[src/rtl/sha256r_pkg.sv]
package sha256r_pkg;

    localparam int WW          = 32;
    localparam int ROUNDS      = 64;
    localparam int NWORDS      = 8;
    localparam int CW          = $clog2(ROUNDS);
    localparam int FOLD_STEPS  = (NWORDS - 2) / 2;
    localparam int HALF        = NWORDS / 2;

    typedef logic [WW-1:0] word_t;

    typedef enum logic [2:0] {
        S_IDLE,
        S_LOAD,
        S_ROUND,
        S_FOLD,
        S_FINISH
    } state_t;

    function automatic word_t rotr(input word_t x, input int n);
        return (x >> n) | (x << (WW - n));
    endfunction

    function automatic word_t std_iv(input int idx);
        case (idx)
            0:       return 32'h6a09e667;
            1:       return 32'hbb67ae85;
            2:       return 32'h3c6ef372;
            3:       return 32'ha54ff53a;
            4:       return 32'h510e527f;
            5:       return 32'h9b05688c;
            6:       return 32'h1f83d9ab;
            default: return 32'h5be0cd19;
        endcase
    endfunction

endpackage

[src/rtl/sha256r_krom.sv]
module sha256r_krom
    import sha256r_pkg::*;
(
    input  logic          clk,
    input  logic [CW-1:0] addr,
    output word_t         k_q
);

    function automatic word_t kval(input logic [5:0] i);
        case (i)
            6'd0:  return 32'h428a2f98;  6'd1:  return 32'h71374491;
            6'd2:  return 32'hb5c0fbcf;  6'd3:  return 32'he9b5dba5;
            6'd4:  return 32'h3956c25b;  6'd5:  return 32'h59f111f1;
            6'd6:  return 32'h923f82a4;  6'd7:  return 32'hab1c5ed5;
            6'd8:  return 32'hd807aa98;  6'd9:  return 32'h12835b01;
            6'd10: return 32'h243185be;  6'd11: return 32'h550c7dc3;
            6'd12: return 32'h72be5d74;  6'd13: return 32'h80deb1fe;
            6'd14: return 32'h9bdc06a7;  6'd15: return 32'hc19bf174;
            6'd16: return 32'he49b69c1;  6'd17: return 32'hefbe4786;
            6'd18: return 32'h0fc19dc6;  6'd19: return 32'h240ca1cc;
            6'd20: return 32'h2de92c6f;  6'd21: return 32'h4a7484aa;
            6'd22: return 32'h5cb0a9dc;  6'd23: return 32'h76f988da;
            6'd24: return 32'h983e5152;  6'd25: return 32'ha831c66d;
            6'd26: return 32'hb00327c8;  6'd27: return 32'hbf597fc7;
            6'd28: return 32'hc6e00bf3;  6'd29: return 32'hd5a79147;
            6'd30: return 32'h06ca6351;  6'd31: return 32'h14292967;
            6'd32: return 32'h27b70a85;  6'd33: return 32'h2e1b2138;
            6'd34: return 32'h4d2c6dfc;  6'd35: return 32'h53380d13;
            6'd36: return 32'h650a7354;  6'd37: return 32'h766a0abb;
            6'd38: return 32'h81c2c92e;  6'd39: return 32'h92722c85;
            6'd40: return 32'ha2bfe8a1;  6'd41: return 32'ha81a664b;
            6'd42: return 32'hc24b8b70;  6'd43: return 32'hc76c51a3;
            6'd44: return 32'hd192e819;  6'd45: return 32'hd6990624;
            6'd46: return 32'hf40e3585;  6'd47: return 32'h106aa070;
            6'd48: return 32'h19a4c116;  6'd49: return 32'h1e376c08;
            6'd50: return 32'h2748774c;  6'd51: return 32'h34b0bcb5;
            6'd52: return 32'h391c0cb3;  6'd53: return 32'h4ed8aa4a;
            6'd54: return 32'h5b9cca4f;  6'd55: return 32'h682e6ff3;
            6'd56: return 32'h748f82ee;  6'd57: return 32'h78a5636f;
            6'd58: return 32'h84c87814;  6'd59: return 32'h8cc70208;
            6'd60: return 32'h90befffa;  6'd61: return 32'ha4506ceb;
            6'd62: return 32'hbef9a3f7;  default: return 32'hc67178f2;
        endcase
    endfunction

    always_ff @(posedge clk) begin
        k_q <= kval(6'(addr));
    end

endmodule

[src/rtl/sha256r_step.sv]
module sha256r_step
    import sha256r_pkg::*;
(
    input  word_t a,
    input  word_t b,
    input  word_t c,
    input  word_t d,
    input  word_t e,
    input  word_t f,
    input  word_t g,
    input  word_t hkw,
    input  word_t add_a,
    input  word_t add_e,
    output word_t a_nx,
    output word_t e_nx
);

    word_t big_s0, big_s1, ch, maj, t1, t2;

    always_comb begin
        big_s1 = rotr(e, 6) ^ rotr(e, 11) ^ rotr(e, 25);
        ch     = (e & f) ^ (~e & g);
        big_s0 = rotr(a, 2) ^ rotr(a, 13) ^ rotr(a, 22);
        maj    = (a & b) ^ (a & c) ^ (b & c);
        t1     = hkw + big_s1 + ch;
        t2     = big_s0 + maj;
        a_nx   = t1 + t2 + add_a;
        e_nx   = d + t1 + add_e;
    end

endmodule

[src/rtl/sha256_resched_core.sv]
module sha256_resched_core
    import sha256r_pkg::*;
(
    input  logic        clk,
    input  logic        rst_n,
    input  logic        start,
    input  logic [31:0] w_word,
    input  logic        iv_std,
    input  logic        ring_step,
    input  logic        ring_in_sel,
    input  logic [31:0] ring_in,
    output logic        busy,
    output logic        done,
    output logic [31:0] digest_word
);

    state_t        st, st_nx;
    logic [CW-1:0] cnt;
    word_t         ra, rb, rc, rd, re, rf, rg, rh;
    word_t         hkw;
    word_t         dg [NWORDS];
    word_t         k_q;
    logic [CW-1:0] k_addr;
    word_t         a_nx, e_nx;
    logic          last_rnd;
    logic [2:0]    lo_idx, hi_idx;

    assign last_rnd    = (st == S_ROUND) && (cnt == CW'(ROUNDS - 1));
    assign lo_idx      = 3'(FOLD_STEPS - int'(cnt[1:0]));
    assign hi_idx      = 3'(int'(lo_idx) + HALF);
    assign digest_word = dg[0];

    always_comb begin
        unique case (st)
            S_LOAD:  k_addr = CW'(1);
            S_ROUND: k_addr = CW'(cnt + CW'(2));
            default: k_addr = '0;
        endcase
    end

    sha256r_krom u_krom (
        .clk  (clk),
        .addr (k_addr),
        .k_q  (k_q)
    );

    sha256r_step u_step (
        .a     (ra),
        .b     (rb),
        .c     (rc),
        .d     (rd),
        .e     (re),
        .f     (rf),
        .g     (rg),
        .hkw   (hkw),
        .add_a (last_rnd ? dg[0] : '0),
        .add_e (last_rnd ? dg[HALF] : '0),
        .a_nx  (a_nx),
        .e_nx  (e_nx)
    );

    // state register
    always_ff @(posedge clk or negedge rst_n) begin
        if (!rst_n) st <= S_IDLE;
        else        st <= st_nx;
    end

    always_comb begin
        st_nx = st;
        unique case (st)
            S_IDLE:   if (start) st_nx = S_LOAD;
            S_LOAD:   st_nx = S_ROUND;
            S_ROUND:  if (cnt == CW'(ROUNDS - 1)) st_nx = S_FOLD;
            S_FOLD:   if (cnt == CW'(FOLD_STEPS - 1)) st_nx = S_FINISH;
            S_FINISH: st_nx = S_IDLE;
            default:  st_nx = S_IDLE;
        endcase
    end

    // outputs
    always_comb begin
        busy = 1'b0;
        done = 1'b0;
        unique case (st)
            S_LOAD, S_ROUND, S_FOLD: busy = 1'b1;
            S_FINISH:                done = 1'b1;
            default: ;
        endcase
    end

    // datapath
    always_ff @(posedge clk or negedge rst_n) begin
        if (!rst_n) begin
            {ra, rb, rc, rd, re, rf, rg, rh} <= '0;
            hkw <= '0;
            cnt <= '0;
            for (int i = 0; i < NWORDS; i++) dg[i] <= std_iv(i);
        end else begin
            unique case (st)
                S_IDLE: begin
                    cnt <= '0;
                    if (start) begin
                        cnt <= '0;
                    end else if (iv_std) begin
                        for (int i = 0; i < NWORDS; i++) dg[i] <= std_iv(i);
                    end else if (ring_step) begin
                        for (int i = 0; i < NWORDS - 1; i++) dg[i] <= dg[i+1];
                        dg[NWORDS-1] <= ring_in_sel ? ring_in : dg[0];
                    end
                end
                S_LOAD: begin
                    ra <= dg[0]; rb <= dg[1]; rc <= dg[2]; rd <= dg[3];
                    re <= dg[4]; rf <= dg[5]; rg <= dg[6]; rh <= dg[7];
                    hkw <= dg[NWORDS-1] + k_q + w_word;
                    cnt <= '0;
                end
                S_ROUND: begin
                    ra <= a_nx; rb <= ra; rc <= rb; rd <= rc;
                    re <= e_nx; rf <= re; rg <= rf; rh <= rg;
                    hkw <= rg + k_q + w_word;
                    if (last_rnd) begin
                        dg[0]    <= a_nx;
                        dg[HALF] <= e_nx;
                        cnt      <= '0;
                    end else begin
                        cnt <= cnt + CW'(1);
                    end
                end
                S_FOLD: begin
                    dg[lo_idx] <= dg[lo_idx] + rd;
                    dg[hi_idx] <= dg[hi_idx] + rh;
                    rd <= rc; rc <= rb;
                    rh <= rg; rg <= rf;
                    cnt <= cnt + CW'(1);
                end
                S_FINISH: cnt <= '0;
                default:  cnt <= '0;
            endcase
        end
    end

    // ---------------- assertions ----------------
    a_r3_busy_after_start: assert property (@(posedge clk) disable iff (!rst_n)
        (st == S_IDLE && start) |=> busy);

    a_r6_done_single: assert property (@(posedge clk) disable iff (!rst_n)
        done |=> !done);

    a_r6_done_after_fold: assert property (@(posedge clk) disable iff (!rst_n)
        (st == S_FOLD && cnt == CW'(FOLD_STEPS - 1)) |=> (done && !busy));

    a_r9_no_restart: assert property (@(posedge clk) disable iff (!rst_n)
        (st != S_IDLE && start) |=> (st != S_LOAD));

    a_r9_ring_held: assert property (@(posedge clk) disable iff (!rst_n)
        (st == S_ROUND && cnt != CW'(ROUNDS - 1)) |=> $stable(digest_word));

    a_r2_std_reload: assert property (@(posedge clk) disable iff (!rst_n)
        (st == S_IDLE && !start && iv_std) |=> (digest_word == 32'h6a09e667));

    a_r7_rotate: assert property (@(posedge clk) disable iff (!rst_n)
        (st == S_IDLE && !start && !iv_std && ring_step && !ring_in_sel)
        |=> (digest_word == $past(dg[1])));

    a_r8_shift_in: assert property (@(posedge clk) disable iff (!rst_n)
        (st == S_IDLE && !start && !iv_std && ring_step && ring_in_sel)
        |=> (dg[NWORDS-1] == $past(ring_in)));

endmodule

[config.mk]
export PLATFORM = sky130hd
export DESIGN_NAME = sha256_resched_core
export DESIGN_NICKNAME = d
export VERILOG_FILES = /design/src/rtl/sha256r_pkg.sv /design/src/rtl/sha256r_krom.sv /design/src/rtl/sha256r_step.sv /design/src/rtl/sha256_resched_core.sv
export SDC_FILE = /design/constraint.sdc
export NUM_CORES = 2
export LEC_CHECK = 0
export BUFFER_PORTS_ARGS = -buffer_cell sky130_fd_sc_hd__buf_4
export CAP_MARGIN = 20
export CELL_PAD_IN_SITES_DETAIL_PLACEMENT = 1
export CELL_PAD_IN_SITES_GLOBAL_PLACEMENT = 2
export CORE_ASPECT_RATIO = 0.6
export CORE_UTILIZATION = 44
export CTS_CLUSTER_SIZE = 20
export DETAILED_ROUTE_END_ITERATION = 10
export GPL_ROUTABILITY_DRIVEN = 0
export HOLD_SLACK_MARGIN = 0.12
export PLACE_DENSITY_LB_ADDON = 0.1
export SLEW_MARGIN = 30
export SYNTH_ARGS = -nofsm -noshare
export SYNTH_HDL_FRONTEND = slang
export SYNTH_SLANG_ARGS = --single-unit
[constraint.sdc]
create_clock -name clk -period 14.4 [get_ports clk]
set_input_delay 1.44 -clock clk [delete_from_list [all_inputs] [get_ports clk]]
set_output_delay 1.44 -clock clk [all_outputs]
set_load 0.01 [all_outputs]
# After elaboration in Yosys (flattened, before gate mapping)
# Memory sizes are Yosys's and may differ from the RTL's. A register that Yosys moved wholly into a read port is not among the register bits.
# Cells that the tools add are included.
# Widths: inputs -> output; s select.
[classes]
bitwise = 21
muxes = 42
reduce_logical = 13
magnitude_cmp = 4
eq_ne = 12
addsub = 17
[ops]
columns = ["cell", "n"]
rows = [
  ["$mux 256", 3],
  ["$pmux 32 s2", 9],
  ["$bwmux 256", 2],
  ["$add 32x32->32", 13],
  ["$pmux 96 s2", 2],
  ["$mux 32", 11],
  ["$xor 32x32->32", 7],
  ["$bmux 32 s3", 2],
  ["$demux 32 s3", 2],
  ["$pmux 32 s3", 2],
  ["$and 32x32->32", 5],
  ["$not 32->32", 1],
  ["$or 10x32->32", 1],
  ["$or 19x32->32", 1],
  ["$or 21x32->32", 1],
  ["$or 26x32->32", 1],
  ["$or 30x32->32", 1],
  ["$or 7x32->32", 1],
  ["$pmux 6 s2", 2],
  ["$pmux 3 s4", 1],
  ["$mux 3", 3],
  ["$ge 4x4->1 const B", 2],
  ["$lt 4x1->1 const B", 2],
  ["$ne 2x2->1 const B", 4],
  ["other kinds (22)", 30],
]
[totals]
in_bits = 70
mem_bits_ro = 2048
memories = 1
out_inout_bits = 34
word_cells = 129
reg_bits = 553
[memory_table]
columns = ["name", "depth", "width", "read_ports", "rd_ports_with_merged_regs", "wr", "line", "source"]
rows = [
  ["(name not given)", 64, 32, 1, 1, 0, "sha256r_krom.sv:10", "case (i)"],
]

# Depth between registers and ports, before layout
[logic_depth]
depth_word = 9
ltp_mapped = 30
mapped_depth_nobuf = 28

# Hierarchy
# A second synthesis with hierarchy kept.
[unflattened]
hier_cells = 5431
hier_area_um2 = 48371.4
[by_module_without_submodules]
columns = ["mod", "n_inst", "cells_per_inst", "area_each_um2", "seq_area_each_um2"]
rows = [
  ["sha256_resched_core", 1, 3831, 35277.6, 14008.4],
  ["sha256r_step", 1, 1067, 9248.9, 0.0],
  ["sha256r_krom", 1, 533, 3844.9, 640.6],
]

# Least setup slack after synthesis
# No wires, ideal clock.
[synth_path]
path_kind = "register -> register"
from = "reg re[1]"
to = "reg ra[30]"
synth_period_minus_slack_ns = 7.075
path_buffers = 1
arrival_time_ns = 6.938
slack_ns = 7.325
path_stages_with_launch = 28
required_time_ns = 14.263
setup_time_ns = 0.137
path_cell_list = "dfrtp_1 -> clkbuf_1 -> mux2_2 -> fa_1 -> ha_1 -> fa_1 -> a211oi_1 -> o21bai_1 -> o31ai_1 -> o211ai_1 -> a31oi_1 -> o21ai_0 -> a21oi_1 -> xnor2_1 -> fa_1 -> inv_1 -> fa_1 -> inv_1 -> ha_1 -> a21o_1 -> a211oi_1 -> o211ai_1 -> a31o_2 -> a41o_1 -> a2111oi_0 -> nor3_1 -> a2111oi_0 -> nor3_1"
[synth_between]
elab_chain_len = 8
word_cells_on_any_way = 14
cone_classes = "4 x add/sub; 1 x mux; 9 x bitwise"
[synth_lines]
columns = ["element", "line", "source"]
rows = [
  ["start, declared", "sha256_resched_core.sv:19", "word_t ra, rb, rc, rd, re, rf, rg, rh;"],
  ["start signal, assigned", "sha256_resched_core.sv:113", "re <= dg[4]; rf <= dg[5]; rg <= dg[6]; rh <= dg[7];"],
  ["start signal, assigned", "sha256_resched_core.sv:119", "re <= e_nx; rf <= re; rg <= rf; rh <= rg;"],
  ["$or 21x32->32 / $or 26x32->32 (equally long branches)", "sha256r_pkg.sv:21", "return (x >> n) | (x << (WW - n));"],
  ["$xor 32x32->32 (2 in a row)", "sha256r_step.sv:21", "big_s1 = rotr(e, 6) ^ rotr(e, 11) ^ rotr(e, 25);"],
  ["$add 32x32->32", "sha256r_step.sv:25", "t1 = hkw + big_s1 + ch;"],
  ["$add 32x32->32 *", "sha256r_step.sv:25", ""],
  ["$add 32x32->32 * (2 in a row)", "sha256r_step.sv:27", "a_nx = t1 + t2 + add_a;"],
  ["$pmux 32 s2 *", "sha256_resched_core.sv:99", "unique case (st)"],
  ["end signal, assigned", "sha256_resched_core.sv:112", "ra <= dg[0]; rb <= dg[1]; rc <= dg[2]; rd <= dg[3];"],
  ["end signal, assigned", "sha256_resched_core.sv:118", "ra <= a_nx; rb <= ra; rc <= rb; rd <= rc;"],
  ["end, declared", "sha256_resched_core.sv:19", ""],
]
# Mark *: on every way between the ends. The rest lies on a longest branch, timed or not.
# A chain may end at the register's enable or synchronous reset.

# Final worst setup path
[layout_path]
from = "reg re[26]"
to = "reg ra[30]"
# Same word-level chain as after synthesis.

==> results.cfg <==
[floorplan]
initial_core_util = 0.444
ios = 104
die_h_um = 260
row_count = 94
design.core.area_um2 = 110000
die_w_um = 432
die_area_um2 = 112000

[worst_setup_path]
r2r-end = ra[30]$_DFFE_PN0P_
cp-end-kind = flip-flop
crit_end = ra[30]$_DFFE_PN0P_
r2r_cells = 27
cp.required_ps = 14970
crit_type = flip-flop to flip-flop
critPathMaxFanout = 7
start_kind = flip-flop
critical_path_arrival_ps = 9750
rrSetupSlack_ps = 5220
reg2reg_from = re[26]$_DFFE_PN0P_
setup.worst_path.start = re[26]$_DFFE_PN0P_

[final_layout]
nets = 6022
fillers = 12700
synthToLayoutAreaGrowth_pct = 9.18
drive_above_1_share = 0.119
final_area_um2 = 53200
fin_util = 0.485
final_cells = 7081

[logic_synthesis]
yosysTopAreaCell = dfrtp_1
syn_inst = 5703
ys_warn_count = 0
async_flop_share = 0.945
synth-edff-count = 0
synth_fp_nets = 6202
yosysMostFrequentCell = nand2_1
yosys.area.top_type_share = 0.214
netlist_area_um2 = 48800
yosys-top-cells-count = 622 x nand2_1, 536 x nor2_1, 455 x a21oi_1
synth-seq-cells = 585
ys_types = 87
yosysSeqAreaShare = 0.300
synth-main-ff-cell = dfrtp_1
synth_area_leaders = dfrtp_1 21%, fa_1 7.9%, dfstp_2 7.3%
avgSynthCellArea_um2 = 8.55

[sta]
fmax_ghz = 0.109
finClkSkew_ps = 39.0
period_needed_ps = 9180
slew_headroom = 0.244
tns_ps = 0
worst_pin_slew_ps = 1130
final_min_period_over_clock_period = 0.637
grt_setup_unrepaired = no
finalHoldViolCount = 0
finalSetupViolCount = 0
slew_viol_final = 0

[detailed_routing]
num_vias = 48300
dr.first_iter.drc_count = 6973
drc = 0
wire_per_inst_um = 34.6
drtPass1Iterations = 7
wl_um = 245000
postRouteAntennaNets = 0
drt-vias-per-instance = 6.82

[global_routing]
grtUsageTotal = 0.432
grt_max_degree = 131
grt_overflow = 0
grt_pass1_wl_um = 349000
antenna_found_initial = 19
grt_pass1_vias = 46300

[clocking]
hold_buffers = 0
clkSinkCount = 585
htreeDepth = 3
cts_setup_buffers = 0
ctsResizeCount = 0
clk_latency_ps = 720
clk_pin_slew_ps = 60
cts_tree = yes
root_buffer = clkbuf_16
clock_path_buffers = 3
cts-buffers-inserted = 69

[min_path]
hold_depth = 2
hold_path_class = flip-flop to flip-flop
holdCritStartpoint = hkw[30]$_DFFE_PN0P_

[placed_design]
dp_hpwl_um = 176000
port_buffers = 103
dp.cells = 6938
placed_area_um2 = 50700

[outcome]
outcome = completed

[flow_run]
maxCapViolCount = 0
[metal layers]
| metal | track usage | vias to the layer above | wire, um |
|---|---|---|---|
| met5 | 0.0206 | - | 503 |
| li1 | - | 20000 | - |
| met1 | 0.644 | 24700 | 108000 |
| met3 | 0.174 | 486 | 36300 |
| met2 | 0.560 | 3138 | 93100 |
| met4 | 0.121 | 20 | 7680 |
[state kept, by name, indices dropped and copies added, names as in the netlist]
name,flops
ra,32
rd,32
rb,32
re,32
cnt,6
st,3
digest_word,32
rh,32
dg,224
u_krom.k_q,32
rf,32
hkw,32
rc,32
rg,32
[per-stage QoR]
stage          hold WS, ps  setup WS (ps)
5_1_grt                539           5070
4_1_cts                512           5530
3_5_place_dp           495           5580
3_3_place_gp           487           5860
6_report               510           5220
2_1_floorplan          467           7330
[cells in the final DEF, fill, tap and decap left out, drive strengths merged, types with 20 or more instances in the layout]
cell and n:
a21oi 455, nand2b 26, maj3 27, o22ai 102, fa 192, dfstp 136, clkbuf 101, o21a 46
nand3 68, o21bai 38, dfxtp 32, o21ai 427, inv 309, xor2 98, o31ai 21, a221oi 87
ha 237, and3 45, nor2 536, a211oi 50, xnor2 241, mux2i 54, a22oi 207, o211ai 52
mux2 51, dfrtp 417, nand2 622, a21o 146, mux4 67, buf 217, o221ai 20, nor3 64
a31oi 114
[how the worst min path moves through the flow]
stage	endpoint	slack (ps)
2_1_floorplan	hkw[30]$_DFFE_PN0P_	470
3_3_place_gp	rb[12]$_DFFE_PN0P_	490
3_5_place_dp	rb[11]$_DFFE_PN0P_	500
4_1_cts	hkw[30]$_DFFE_PN0P_	510
5_1_grt	dg[177]$_DFFE_PN1P_	540
6_report	hkw[30]$_DFFE_PN0P_	510
[kinds of logic (layout without fill, tap and decap cells)]
group                    Yosys count  after routing  synth area share
XOR/XNOR                         339            339            0.0609
other                              0             14                 0
flip-flops                       585            585             0.300
multiplexers                     172            172            0.0538
buffers and inverters            777            653            0.0623
AO/OA/AOI/OAI                   1909           1909             0.251
adder cells (fa/ha/maj)          456            456             0.145
AND/OR/NAND/NOR                 1465           1465             0.126
[area by class of cell]
| class | count | area, um2 | share of cell area |
|---|---|---|---|
| Antenna cell | 14 | 35.0 | 0.000658 |
| Tap cell | 1488 | 1860 | 0.0350 |
| Timing Repair Buffer | 217 | 1770 | 0.0333 |
| Inverter | 309 | 1160 | 0.0218 |
| Clock inverter | 26 | 343 | 0.00644 |
| Sequential cell | 585 | 14700 | 0.275 |
| Multi-Input combinational cell | 4341 | 31400 | 0.589 |
| Clock buffer | 101 | 2050 | 0.0385 |
[worst max-delay path: stages (launching register included)]
cell	delay, ps
dfrtp_1	570
xnor2_1	470
xnor2_1	250
fa_1	480
ha_1	230
fa_1	490
a211oi_1	360
o21bai_1	170
o31ai_1	670
o211ai_1	300
a31oi_1	390
o21ai_0	180
a21oi_1	210
xnor2_1	130
fa_1	500
inv_1	50
fa_1	480
inv_1	40
ha_1	370
a21o_1	220
a211oi_1	460
o211ai_1	160
a31o_2	280
a41o_1	280
a2111oi_0	490
nor3_1	180
a2111oi_0	500
nor3_1	110
Power is left out: the tool's default activity adds up to more than one toggle a clock period on the data nets, which glitch-free logic cannot reach.
